`src/rtl/perf_cnt_pkg.sv`:
```
package perf_cnt_pkg;
  localparam int unsigned CW      = 32;
  localparam int unsigned SW      = 6;
  localparam int unsigned NUM_CNT = 2;

  localparam logic [SW-1:0] SEL_CTRL = 6'd0;
  localparam logic [SW-1:0] CNT_SEL [NUM_CNT] = '{6'd1, 6'd3};

  // compare mask and pattern per counter; bit 31 is the shared enable
  localparam logic [CW-1:0] EV_MASK [NUM_CNT] = '{32'h8000_03E0, 32'h800F_8000};
  localparam logic [CW-1:0] EV_PAT  [NUM_CNT] = '{32'h8000_0020, 32'h8000_8000};
endpackage

```
`src/rtl/perf_ctrl_reg.sv`:
```
module perf_ctrl_reg #(
  parameter int unsigned W = 32
) (
  input  logic         clk_i,
  input  logic         rst_ni,
  input  logic         wr_i,
  input  logic [W-1:0] wdata_i,
  output logic [W-1:0] ctrl_o
);
  always_ff @(posedge clk_i or negedge rst_ni) begin
    if (!rst_ni)   ctrl_o <= '0;
    else if (wr_i) ctrl_o <= wdata_i;
  end

  p_ctrl_load_r6: assert property (@(posedge clk_i) disable iff (!rst_ni)
    wr_i |=> ctrl_o == $past(wdata_i));
  p_ctrl_hold_r5: assert property (@(posedge clk_i) disable iff (!rst_ni)
    !wr_i |=> $stable(ctrl_o));
endmodule

```
`src/rtl/perf_counter.sv`:
```
module perf_counter #(
  parameter int unsigned   W       = 32,
  parameter logic [W-1:0]  MASK    = '0,
  parameter logic [W-1:0]  PATTERN = '0
) (
  input  logic         clk_i,
  input  logic         rst_ni,
  input  logic [W-1:0] ctrl_i,
  input  logic         wr_i,
  input  logic [W-1:0] wdata_i,
  output logic [W-1:0] cnt_o
);
  logic run;
  assign run = (ctrl_i & MASK) == PATTERN;

  always_ff @(posedge clk_i or negedge rst_ni) begin
    if (!rst_ni)   cnt_o <= '0;
    else if (wr_i) cnt_o <= wdata_i;   // write beats count
    else if (run)  cnt_o <= cnt_o + 1'b1;
  end

  // R2 and R3 per instance
  p_step_r2: assert property (@(posedge clk_i) disable iff (!rst_ni)
    (run && !wr_i) |=> cnt_o == $past(cnt_o) + 1'b1);
  p_idle_r3: assert property (@(posedge clk_i) disable iff (!rst_ni)
    (!run && !wr_i) |=> $stable(cnt_o));
  p_load_r7: assert property (@(posedge clk_i) disable iff (!rst_ni)
    wr_i |=> cnt_o == $past(wdata_i));
  p_wrap_r8: assert property (@(posedge clk_i) disable iff (!rst_ni)
    (run && !wr_i && cnt_o == '1) |=> cnt_o == '0);
endmodule

```
`src/rtl/perf_rd_mux.sv`:
```
module perf_rd_mux #(
  parameter int unsigned W = 32,
  parameter int unsigned S = 6,
  parameter int unsigned N = 2
) (
  input  logic [S-1:0]        sel_i,
  input  logic [W-1:0]        ctrl_i,
  input  logic [N-1:0][W-1:0] cnt_i,
  output logic [W-1:0]        rdata_o
);
  always_comb begin
    rdata_o = '0;
    if (sel_i == perf_cnt_pkg::SEL_CTRL) rdata_o = ctrl_i;
    for (int i = 0; i < N; i++)
      if (sel_i == perf_cnt_pkg::CNT_SEL[i]) rdata_o = cnt_i[i];
  end
endmodule

```
`src/rtl/perf_cnt_unit.sv`:
```
module perf_cnt_unit
  import perf_cnt_pkg::*;
#(
  parameter int unsigned DATA_W = CW,
  parameter int unsigned SEL_W  = SW
) (
  input  logic              clk_i,
  input  logic              rst_ni,
  input  logic [SEL_W-1:0]  sel_i,
  input  logic              wr_en_i,
  input  logic [DATA_W-1:0] wr_data_i,
  output logic [DATA_W-1:0] rd_data_o
);
  localparam int unsigned N = NUM_CNT;

  logic [DATA_W-1:0]        ctrl_q;
  logic [N-1:0][DATA_W-1:0] cnt_q;
  logic                     wr_ctrl;
  logic [N-1:0]             wr_cnt;

  assign wr_ctrl = wr_en_i && (sel_i == SEL_CTRL);

  perf_ctrl_reg #(.W(DATA_W)) u_ctrl (
    .clk_i(clk_i), .rst_ni(rst_ni), .wr_i(wr_ctrl),
    .wdata_i(wr_data_i), .ctrl_o(ctrl_q)
  );

  for (genvar g = 0; g < N; g++) begin : g_cnt
    assign wr_cnt[g] = wr_en_i && (sel_i == CNT_SEL[g]);
    perf_counter #(
      .W(DATA_W), .MASK(EV_MASK[g]), .PATTERN(EV_PAT[g])
    ) u_cnt (
      .clk_i(clk_i), .rst_ni(rst_ni), .ctrl_i(ctrl_q),
      .wr_i(wr_cnt[g]), .wdata_i(wr_data_i), .cnt_o(cnt_q[g])
    );
  end

  perf_rd_mux #(.W(DATA_W), .S(SEL_W), .N(N)) u_mux (
    .sel_i(sel_i), .ctrl_i(ctrl_q), .cnt_i(cnt_q), .rdata_o(rd_data_o)
  );

  p_unused_zero_r5: assert property (@(posedge clk_i) disable iff (!rst_ni)
    (sel_i != SEL_CTRL && sel_i != CNT_SEL[0] && sel_i != CNT_SEL[1])
      |-> rd_data_o == '0);
  p_one_target_r4: assert property (@(posedge clk_i) disable iff (!rst_ni)
    $onehot0({wr_ctrl, wr_cnt}));
endmodule

```
`config.mk`:
```
export PLATFORM = sky130hd
export DESIGN_NAME = perf_cnt_unit
export DESIGN_NICKNAME = d
export VERILOG_FILES = /design/src/rtl/perf_cnt_pkg.sv /design/src/rtl/perf_ctrl_reg.sv /design/src/rtl/perf_counter.sv /design/src/rtl/perf_rd_mux.sv /design/src/rtl/perf_cnt_unit.sv
export SDC_FILE = /design/constraint.sdc
export NUM_CORES = 1
export LEC_CHECK = 0
export ABC_AREA = 1
export BUFFER_PORTS_ARGS = -buffer_cell sky130_fd_sc_hd__clkbuf_2
export CORE_MARGIN = 8
export CORE_UTILIZATION = 50
export DETAILED_ROUTE_END_ITERATION = 10
export GPL_TIMING_DRIVEN = 0
export PLACE_DENSITY = 0.73
export SYNTH_ARGS = -nofsm -noshare
export SYNTH_HDL_FRONTEND = slang
export SYNTH_HIERARCHICAL = 1
export SYNTH_SLANG_ARGS = --single-unit
```
`constraint.sdc`:
```
create_clock -name clk_i -period 4.3 [get_ports clk_i]
set_input_delay 0.86 -clock clk_i [delete_from_list [all_inputs] [get_ports clk_i]]
set_output_delay 0.86 -clock clk_i [all_outputs]
set_load 0.01 [all_outputs]
```
-- Word level (Yosys, flattened, before mapping)
Cells that the tools add are included.
- register bits after elaboration: 96
- bits of input ports: 41
- output and inout port bits: 32
- word-level logic and storage cells: 22
- add/sub/neg operators: 2
- equal/unequal tests: 4
- multiplexer cells: 7
- reductions and logical operators: 6
- operators with widths (kind ; count):
    $mux 32 ; 7
    $add 32x1->32 const B ; 2
    $eq 6x6->1 const B ; 2
    $eq 6x1->1 const B ; 1
    $eq 6x2->1 const B ; 1
    $logic_not 6->1 ; 1
    $reduce_bool 2->1 ; 2
    $logic_and 1x1->1 ; 3

-- Logic depth before layout (Yosys ltp)
Gate-level depths: netlist of the first run.
- word-level depth: 4
- gate-level depth with buffers: 11
- depth with buffers taken out: 10

-- Modules after synthesis
Netlist of the first run, hierarchy kept.
- by module, submodules not included (module ; instances ; cells each ; area an instance (um^2) ; sequential area each (um^2)):
    perf_counter ; 2 ; 384 ; 2394.8 ; 800.8
    perf_ctrl_reg ; 1 ; 136 ; 1292.5 ; 800.8
    perf_rd_mux ; 1 ; 164 ; 1046.0 ; 0.0
    perf_cnt_unit ; 1 ; 11 ; 43.8 ; 0.0

-- Least setup slack after synthesis of the first run
No wires, ideal clock.
- kind: input to output
- from: in sel_i[3]
- to: out rd_data_o[23]
- arrival time: 1.461 ns
- required time: 3.440 ns
- setup slack: 1.979 ns
- cell stages on the path: 5
- buffers on the path: 2
- cell sequence: nor2_4 buf_8 buf_8 nand4_1 nand3_1
- cells in the longest elaborated chain, start to end: 4
- elaborated cells on any way between the ends: 6
- those cells by class: 2 x eq/ne; 3 x mux; 1 x reduce/logical
- RTL lines (what ; line ; source):
    start, declared ; perf_cnt_unit.sv:9 ; input logic [SEL_W-1:0] sel_i,
    $logic_not 6->1 ; perf_rd_mux.sv:13 ; if (sel_i == perf_cnt_pkg::SEL_CTRL) rdata_o = ctrl_i;
    $mux 32 ; perf_rd_mux.sv:13 ;
    $mux 32 ; perf_rd_mux.sv:15 ; if (sel_i == perf_cnt_pkg::CNT_SEL[i]) rdata_o = cnt_i[i];
    $mux 32 * ; perf_rd_mux.sv:15 ;
    end, declared ; perf_cnt_unit.sv:12 ; output logic [DATA_W-1:0] rd_data_o
Mark *: on every way between the ends. The rest lies on a longest branch, timed or not.

-- Worst setup path in the final report of the first run
- from: in sel_i[5]
- to: out rd_data_o[0]
The elaborated chain is that of the path after synthesis.

==> results of run 1 <==
## tightest hold or removal path, stage by stage, from the launching register on
cell,delay [ns]
dfrtp_1,0.35
nand2_1,0.05
nand2_1,0.05
## power breakdown
group	leakage, nW	internal, mW	switching (mW)	total (mW)
Combinational	2.55	0.255	0.371	0.627
Clock	0.126	0.402	0.341	0.743
Sequential	1.27	1.09	0.273	1.37
## path summary, 6_finish.rpt
| check | from | endpoint | slack, ns | depth (start not counted) |
|---|---|---|---|---|
| worst min register to register | u_ctrl/ctrl_o[24] | u_ctrl/ctrl_o[24] | 0.47 | 2 |
| worst max register to register | g_cnt[0].u_cnt/cnt_o[1] | g_cnt[0].u_cnt/cnt_o[30] | 2.64 | 8 |
| min in group asynchronous | rst_ni | g_cnt[1].u_cnt/cnt_o[6] | 0.59 | 1 |
| worst max-delay path | sel_i[5] | rd_data_o[0] | 1.50 | 7 |
| worst min-delay path | u_ctrl/ctrl_o[24] | u_ctrl/ctrl_o[24] | 0.47 | 2 |
| max in group asynchronous | rst_ni | g_cnt[0].u_cnt/cnt_o[29] | 3.00 | 2 |
## metal layers
| layer | up-vias | track usage, % | routed length [um] |
|---|---|---|---|
| met5 | - | 0 | 0 |
| met4 | 0 | 9.87 | 651 |
| met3 | 52 | 4.01 | 1830 |
| met2 | 309 | 40.3 | 10700 |
| met1 | 3513 | 34.2 | 9930 |
| li1 | 3659 | - | - |
## cell type report
class                           count  area, sq um
Buffer                             56          419
Clock buffer                       13          250
Clock inverter                      1         5.00
Fill cell                        1371         5890
Inverter                          102          390
Multi-Input combinational cell    825         3960
Sequential cell                    96         2400
Tap cell                          180          225
Timing Repair Buffer               73          390
## through the flow
| stage | util (%) | hold WS (ns) | instances |
|---|---|---|---|
| 3_3_place_gp | 55.7 | 0.453 | 1331 |
| 3_5_place_dp | 55.9 | 0.460 | 1332 |
| 4_1_cts | 57.7 | 0.476 | 1346 |
| 5_1_grt | 57.7 | 0.497 | 1346 |
| 6_report | 57.7 | 0.475 | 1346 |
| 2_1_floorplan | - | 0.442 | 1079 |
## state kept, by name (all words and copies together), names as in the netlist
register	flops
g_cnt.u_cnt/cnt_o	64
u_ctrl/ctrl_o	32
## cells by family after synthesis
family	after synthesis	synth area share (%)
DFF	96	33.5
buffers and inverters	158	11.3
and+or+nand+nor	755	48.5
AOI/OAI and AO/OA	46	3.66
adders and majority gates	2	0.349
xor gates and xnor gates	22	2.69
## placed cells by master, fill, tap and decap left out, types with 3 or more instances in the layout
master     Yosys  layout
nor2_4        21      21
nand2_1      411     411
buf_6         10      10
clkbuf_2       0      71
nor2_2         5       5
clkbuf_1       8      11
xor2_1        12      12
o21ai_0       32      32
nor2_1        76      76
nand3_1      120     120
o211ai_1       4       4
o21bai_1       8       8
buf_2         25      25
dfrtp_1       96      96
nand2_2       18      18
clkbuf_16      0       9
nand2_4        4       4
xnor2_1       10      10
nand4_1       98      98
clkbuf_8       3       4
inv_1         99      99
buf_4          6       6
buf_8          3       3
==> flow_summary.json, run 1 <==
{
  "rsz0062_at_grt": "no",
  "wire_per_inst_um": 17.2,
  "fin_setup_tns_ns": 0,
  "rows": 43,
  "status": "complete, no violations",
  "yosysMostFrequentCell": "nand2_1",
  "die_w_um": 136,
  "critical_path_class": "in2out",
  "leakage_nw": 3.95,
  "cp-start-kind": "input port",
  "cp_slowest_cell": "nor2_4",
  "required_ns": 3.44,
  "cp_num_buf_inv": 4,
  "cts_setup_buffers": 0,
  "max_stage_delay_ns": 0.21,
  "cp_top_family": "buffers and inverters",
  "dp_hpwl_um": 18100,
  "path_common_cell": "clkbuf_2",
  "fin_nets": 1206,
  "finalWorstSetupSlack_ns": 1.50,
  "h-tree-depth": 3,
  "syn_area_per_cell_sq_um": 6.65,
  "crit_path_cell_trace": "clkbuf_2, nor2_4, buf_8, buf_6, nand4_1, nand3_1, clkbuf_2",
  "synthCells": 1079,
  "cts_tree": "built",
  "io_pins": 73,
  "remaining_drc_errors": 0,
  "routed_wl_um": 23100,
  "ys_top_cells_by_count": "nand2_1 (411), nand3_1 (120), inv_1 (99)",
  "grt.total_usage_pct": 25.5,
  "maxSlewViolCount": 0,
  "relSlewSlack_pct": 50.6,
  "n_antenna_cell": 0,
  "vias": 7533,
  "ys_types": 27,
  "vias_per_cell": 5.60,
  "start_util_pct": 51.5,
  "antenna_found_initial": 0,
  "postPlaceCellArea_sq_um": 7790,
  "finalSetupViolations": 0,
  "finalCritPeriodShare_pct": 65.1,
  "critPathArrivalTime_ns": 1.94,
  "design_area_sq_um": 8040,
  "synth_top_area_share_pct": 33.5,
  "drt_iter0_drc": 841,
  "first_pass_iters": 7,
  "place.gp.congestion": 0.939,
  "area_delta_synth_final_pct": 12.1,
  "yosys_warnings": 6,
  "drive_gt1_share_pct": 15.7,
  "ys_seq_area_share_pct": 33.5,
  "pre_cts_slack_ns": 1.53,
  "clock_latency_ns": 0.35,
  "worstMarginPinSlew_ns": 0.742,
  "ys_seq_elements": 96,
  "clock-sinks": 96,
  "min_period_ns": 2.80,
  "die_y_um": 136,
  "synth.largest_area_cell": "dfrtp_1",
  "first_global_vias": 6878,
  "cts_made_buffers": 9,
  "peakVddDrop_v": 0.000200,
  "clock-root-buffer": "clkbuf_16",
  "hold_path.class": "reg2reg",
  "grt_pass1_wl_um": 36400,
  "synth_edf_count": 0,
  "max_freq_mhz": 357,
  "synthTopCellsByArea": "dfrtp_1 (33%), nand2_1 (22%), nand4_1 (8.5%)",
  "power_density_nw_per_um2": 340,
  "die_area_sq_um": 18400,
  "synth_nets": 1122,
  "finalPower_mw": 2.74,
  "cts_buffer_depth": 2,
  "coreArea_sq_um": 13900,
  "port_buffers": 72,
  "path_max_fanout": 10,
  "finClkSkew_ns": 0.00678,
  "endpoint_kind": "primary output",
  "hold_buffers": 0,
  "grt_max_degree": 50,
  "cts_resized": 0,
  "dominantRegCellSynth": "dfrtp_1",
  "cts.clk_slew.worst_paths_ns": 0.06,
  "grt-ovfl-total": 0,
  "hold_violations": 0,
  "mappedNetlistArea_sq_um": 7170,
  "async_flop_share_pct": 100,
  "route.antenna.remaining_nets": 0,
  "maxCapViolations": 0
}
Note: power is estimated with default switching activity, not from simulation.
==> run 2, diff against run 1 <==
--- a/config.mk
+++ b/config.mk
@@ -5,13 +5,13 @@
 export SDC_FILE = /design/constraint.sdc
 export NUM_CORES = 1
 export LEC_CHECK = 0
-export ABC_AREA = 1
+export ABC_AREA = 0
 export BUFFER_PORTS_ARGS = -buffer_cell sky130_fd_sc_hd__clkbuf_2
 export CORE_MARGIN = 8
 export CORE_UTILIZATION = 50
 export DETAILED_ROUTE_END_ITERATION = 10
 export GPL_TIMING_DRIVEN = 0
-export PLACE_DENSITY = 0.73
+export PLACE_DENSITY = 0.77
 export SYNTH_ARGS = -nofsm -noshare
 export SYNTH_HDL_FRONTEND = slang
 export SYNTH_HIERARCHICAL = 1
==> constraint.sdc (replaced) <==
create_clock -name clk_i -period 2.3 [get_ports clk_i]
set_input_delay 0.46 -clock clk_i [delete_from_list [all_inputs] [get_ports clk_i]]
set_output_delay 0.46 -clock clk_i [all_outputs]
set_load 0.01 [all_outputs]
==> flow_summary.json, run 2 <==
{
  "synthCells": 692,
  "layout_common_cells": "dfrtp_1 (94), clkbuf_2 (81), nand2_1 (55), nor2b_1 (42), nand3_1 (38)",
  "dp_hpwl_um": 15200,
  "area_delta_synth_final_pct": 16.7,
  "drive_gt1_share_pct": 22.4,
  "finClkSkew_ns": 0.00993,
  "cts_tree": "built",
  "path_max_fanout": 10,
  "synthTopCellsByArea": "dfrtp_1 (37%), mux2_4 (7.0%), mux2i_1 (5.3%)",
  "maxSlewViolCount": 0,
  "relSlewSlack_pct": 55.8,
  "io_pins": 73,
  "peakVddDrop_v": 0.000369,
  "leakage_nw": 3.07,
  "die_y_um": 129,
  "cts_made_buffers": 9,
  "ys_top_cells_by_count": "dfrtp_1 (96), nand2_1 (55), nor2b_1 (42)",
  "finalSetupViolations": 0,
  "yosys_warnings": 6,
  "drt_iter0_drc": 802,
  "routed_wl_um": 20800,
  "synth_top_area_share_pct": 37.4,
  "endpoint_kind": "primary output",
  "vias_per_cell": 6.40,
  "fin_setup_tns_ns": 0,
  "die_w_um": 129,
  "finalCritPeriodShare_pct": 98.1,
  "fill_cells": 1079,
  "finalWorstSetupSlack_ns": 0.0427,
  "async_flop_share_pct": 100,
  "coreArea_sq_um": 12600,
  "cts_buffer_depth": 2,
  "layout_commonest_cell": "dfrtp_1",
  "start_util_pct": 51.1,
  "grt-ovfl-total": 0,
  "rsz0062_at_grt": "no",
  "finalPower_mw": 5.29,
  "dominantRegCellSynth": "dfrtp_1",
  "antenna_found_initial": 0,
  "first_global_vias": 6124,
  "fin_nets": 835,
  "die_area_sq_um": 16700,
  "n_antenna_cell": 0,
  "place.gp.congestion": 0.942,
  "clock_latency_ns": 0.35,
  "port_buffers": 72,
  "critPathArrivalTime_ns": 1.80,
  "power_density_nw_per_um2": 707,
  "hold_buffers": 0,
  "largest_reg_flops": 64,
  "grt_pass1_wl_um": 33000,
  "hold_path.class": "in2async",
  "min_period_ns": 2.26,
  "yosysMostFrequentCell": "dfrtp_1",
  "cts.clk_slew.worst_paths_ns": 0.07,
  "synth_edf_count": 0,
  "required_ns": 1.84,
  "clock-sinks": 96,
  "ys_seq_elements": 96,
  "rows": 41,
  "remaining_drc_errors": 0,
  "ys_types": 55,
  "pre_cts_slack_ns": -0.904,
  "hold_violations": 0,
  "grt_max_degree": 61,
  "synth_nets": 735,
  "wire_per_inst_um": 21.5,
  "vias": 6200,
  "clock-root-buffer": "clkbuf_16",
  "status": "complete, no violations",
  "grt.total_usage_pct": 25.4,
  "ys_seq_area_share_pct": 37.4,
  "synth.largest_area_cell": "dfrtp_1",
  "cp-start-kind": "input port",
  "max_freq_mhz": 443,
  "reg_top3": "g_cnt.u_cnt/cnt_o x64, u_ctrl/ctrl_o x32",
  "critical_path_class": "in2out",
  "first_pass_iters": 8,
  "worstMarginPinSlew_ns": 0.663,
  "mappedNetlistArea_sq_um": 6420,
  "h-tree-depth": 3,
  "maxCapViolations": 0,
  "syn_area_per_cell_sq_um": 9.28,
  "top_register": "g_cnt.u_cnt/cnt_o",
  "route.antenna.remaining_nets": 0
}
run 2: metal layers:
metal | vias to the layer above | track usage (%) | share of wire (%)
li1 | 2819 | - | -
met1 | 2969 | 33.3 | 43
met2 | 345 | 40.3 | 46
met3 | 67 | 4.44 | 8.6
met4 | 0 | 11.2 | 3.0
met5 | - | 0 | 0
run 2: cell families after synthesis:
family          synth area share, %
simple gates                   26.7
compound gates                 16.0
flops                          37.4
mux                            12.7
buf+inv                        4.58
xor+xnor                       2.18
fa+ha+maj                     0.390
run 2: what timing repair did:
item / in CTS / in global routing
setup endpoints to repair: 64 / 66
setup buffers: 7 / 9
gates resized for setup: 7 / 23
pin swaps: 3 / 5
run 2: critical path: stages:
cell,delay (ns)
clkbuf_2,0.14
buf_2,0.29
clkbuf_4,0.33
mux2i_1,0.31
a21oi_1,0.11
clkbuf_2,0.15
run 2: path summary, 6_finish.rpt:
| check | to | slack (ns) | cells past startpoint | start |
|---|---|---|---|---|
| worst max-delay path | rd_data_o[9] | 0.04 | 6 | sel_i[1] |
| worst min-delay path | g_cnt[1].u_cnt/cnt_o[26] | 0.11 | 1 | rst_ni |
| worst max register to register | g_cnt[1].u_cnt/cnt_o[19] | 0.10 | 6 | u_ctrl/ctrl_o[31] |
| worst min register to register | u_ctrl/ctrl_o[0] | 0.50 | 1 | u_ctrl/ctrl_o[0] |
| max in group asynchronous | g_cnt[0].u_cnt/cnt_o[8] | 1.48 | 2 | rst_ni |
| min in group clk_i | g_cnt[0].u_cnt/cnt_o[3] | 0.37 | 3 | wr_data_i[3] |
run 2: cell type report:
cell class / instances / area (sq um) / area share (%)
plain buffers: 47 / 297 / 3.96
multi-input cells: 543 / 3750 / 50.1
clock inverters: 3 / 42.5 / 0.568
repair buffers: 89 / 510 / 6.82
clock buffers: 12 / 246 / 3.29
flip-flops and latches: 96 / 2400 / 32.1
well taps: 172 / 215 / 2.87
inverters: 6 / 22.5 / 0.301
run 2: stage by stage:
step                std cells  area (sq um)  utilization, %  hold WS (ns)
finish                    968          7490            59.6         0.115
global route              968          7490            59.6         0.157
CTS                       959          7390            58.8         0.132
detailed placement        937          7020            55.9         0.489
global placement          936          6990            55.6         0.485
floorplan                 692          6420               -         0.164
run 2: where the power goes:
part	switching [mW]	internal, mW
combinational	0.726	0.611
clock	0.647	0.867
sequential	0.442	2.00
total	1.82	3.48
==> run 3, diff against run 2 <==
--- a/config.mk
+++ b/config.mk
@@ -7,7 +7,7 @@
 export LEC_CHECK = 0
 export ABC_AREA = 0
 export BUFFER_PORTS_ARGS = -buffer_cell sky130_fd_sc_hd__clkbuf_2
-export CORE_MARGIN = 8
+export CORE_ASPECT_RATIO = 1.2
 export CORE_UTILIZATION = 50
 export DETAILED_ROUTE_END_ITERATION = 10
 export GPL_TIMING_DRIVEN = 0
==> flow_summary.json, run 3 (synthesized netlist as in run 2, its figures left out) <==
{
  "critPathArrivalTime_ns": 1.86,
  "violations": "setup timing",
  "grt.total_usage_pct": 32.4,
  "clock-sinks": 96,
  "routed_wl_um": 20800,
  "cp_top_family": "buffers and inverters",
  "route.antenna.remaining_nets": 0,
  "max_stage_delay_ns": 0.36,
  "cts_tree": "built",
  "hold_violations": 0,
  "coreArea_sq_um": 12300,
  "layout_commonest_cell": "dfrtp_1",
  "drt_iter0_drc": 655,
  "cts_buffer_depth": 2,
  "rows": 44,
  "max_freq_mhz": 431,
  "drive_gt1_share_pct": 22.0,
  "wire_per_inst_um": 21.9,
  "die_y_um": 126,
  "top_register": "g_cnt.u_cnt/cnt_o",
  "endpoint_kind": "primary output",
  "hold_path.class": "in2async",
  "fin_nets": 829,
  "cp-start-kind": "input port",
  "cts_made_buffers": 9,
  "cp_num_buf_inv": 4,
  "finalCritPeriodShare_pct": 101,
  "finalSetupViolations": 1,
  "vias": 6261,
  "grt-ovfl-total": 0,
  "die_area_sq_um": 13300,
  "cts.clk_slew.worst_paths_ns": 0.07,
  "place.gp.congestion": 0.976,
  "grt_pass1_wl_um": 33300,
  "status": "finished with violations",
  "reg2regPathDepth": 7,
  "crit_path_cell_trace": "clkbuf_2, buf_2, buf_2, mux2i_1, a21oi_1, clkbuf_2",
  "cp.depth": 6,
  "die_w_um": 105,
  "relSlewSlack_pct": 50.3,
  "min_period_ns": 2.32,
  "cp_slowest_cell": "buf_2",
  "rsz0062_at_grt": "yes",
  "finClkSkew_ns": 0.0134,
  "path_max_fanout": 10,
  "leakage_nw": 3.02,
  "clock-root-buffer": "clkbuf_16",
  "reg_top3": "g_cnt.u_cnt/cnt_o x64, u_ctrl/ctrl_o x32",
  "finalWorstSetupSlack_ns": -0.0227,
  "dp_hpwl_um": 14800,
  "whs_ns": 0.162,
  "first_pass_iters": 5,
  "first_global_vias": 6081,
  "critical_path_class": "in2out",
  "area_delta_synth_final_pct": 15.4,
  "worstMarginPinSlew_ns": 0.746,
  "power_density_nw_per_um2": 703,
  "maxCapViolations": 0,
  "antenna_found_initial": 0,
  "layout_common_cells": "dfrtp_1 (94), clkbuf_2 (83), nand2_1 (55), nor2b_1 (42), nand3_1 (38)",
  "grt_max_degree": 54,
  "n_antenna_cell": 0,
  "pre_cts_slack_ns": -0.912,
  "remaining_drc_errors": 0,
  "required_ns": 1.84,
  "largest_reg_flops": 64,
  "start_util_pct": 52.0,
  "maxSlewViolCount": 0,
  "vias_per_cell": 6.58,
  "h-tree-depth": 3,
  "io_pins": 73,
  "port_buffers": 72,
  "peakVddDrop_v": 0.000461,
  "clock_latency_ns": 0.36
}
[run 3: cell types whose count changed in the layout (fill, tap and decap cells not counted), sizes merged]
cell,previous run,this run
buf,33,28
clkinvlp,1,2
clkbuf,115,114
bufinv,1,0
inv,6,7
[run 3: layout make-up]
| type | count | area [sq um] |
|---|---|---|
| clock buffers | 12 | 236 |
| inverters | 6 | 22.5 |
| plain buffers | 47 | 294 |
| flip-flops and latches | 96 | 2400 |
| repair buffers | 83 | 465 |
| clock inverters | 4 | 28.8 |
| fillers | 1103 | 4930 |
| well taps | 161 | 201 |
| multi-input cells | 543 | 3750 |
[run 3: worst register-to-register path: stages (launching register included)]
cell and delay, ns:
dfrtp_1 0.42, nor4b_4 0.49, buf_4 0.22, nand4_1 0.08, buf_4 0.18, clkbuf_1 0.26
o31ai_1 0.30, a31oi_1 0.12
[run 3: worst paths after layout]
check	startpoint	slack, ns	endpoint
min	rst_ni	0.16	u_ctrl/ctrl_o[30]
max	sel_i[1]	-0.02	rd_data_o[23]
max in group asynchronous	rst_ni	1.44	g_cnt[1].u_cnt/cnt_o[8]
min in group clk_i	wr_data_i[4]	0.35	g_cnt[1].u_cnt/cnt_o[4]
max reg2reg	u_ctrl/ctrl_o[7]	0.08	g_cnt[0].u_cnt/cnt_o[24]
min reg2reg	u_ctrl/ctrl_o[4]	0.51	u_ctrl/ctrl_o[4]
[run 3: per-layer routing]
layer,track usage [%],wire [um],vias to the layer above,share of wire [%]
met5,0,0,-,0
met4,13.0,586,0,2.8
met3,5.75,1720,49,8.2
met2,52.6,10000,355,48
met1,42.7,8470,3054,41
li1,-,-,2803,-
[run 3: repair_timing]
item,4_1_cts,5_1_grt
pin swaps,1,5
endpoints found under the setup margin,64,65
setup buffers,2,8
hold buffers,0,0
hold endpoints to repair,0,0
gates resized for setup,5,26
[run 3: power breakdown]
| group | total (mW) | internal (mW) | leakage (nW) | switching, mW |
|---|---|---|---|---|
| Combinational | 1.36 | 0.607 | 1.81 | 0.748 |
| Clock | 1.41 | 0.737 | 0.123 | 0.675 |
| Sequential | 2.44 | 2.00 | 1.09 | 0.443 |
[run 3: metrics by stage]
stage	instances	setup TNS, ns	util, %	total power, mW	area [sq um]
after global routing	952	-0.516	60.0	5.46	7400
after detailed placement	926	-42.82	56.8	3.73	7010
after floorplan	692	0	-	3.25	6420
after CTS	944	-1.32	59.2	5.15	7300
final	952	-0.0227	60.0	5.21	7400
after global placement	925	-89.89	56.6	3.66	6980
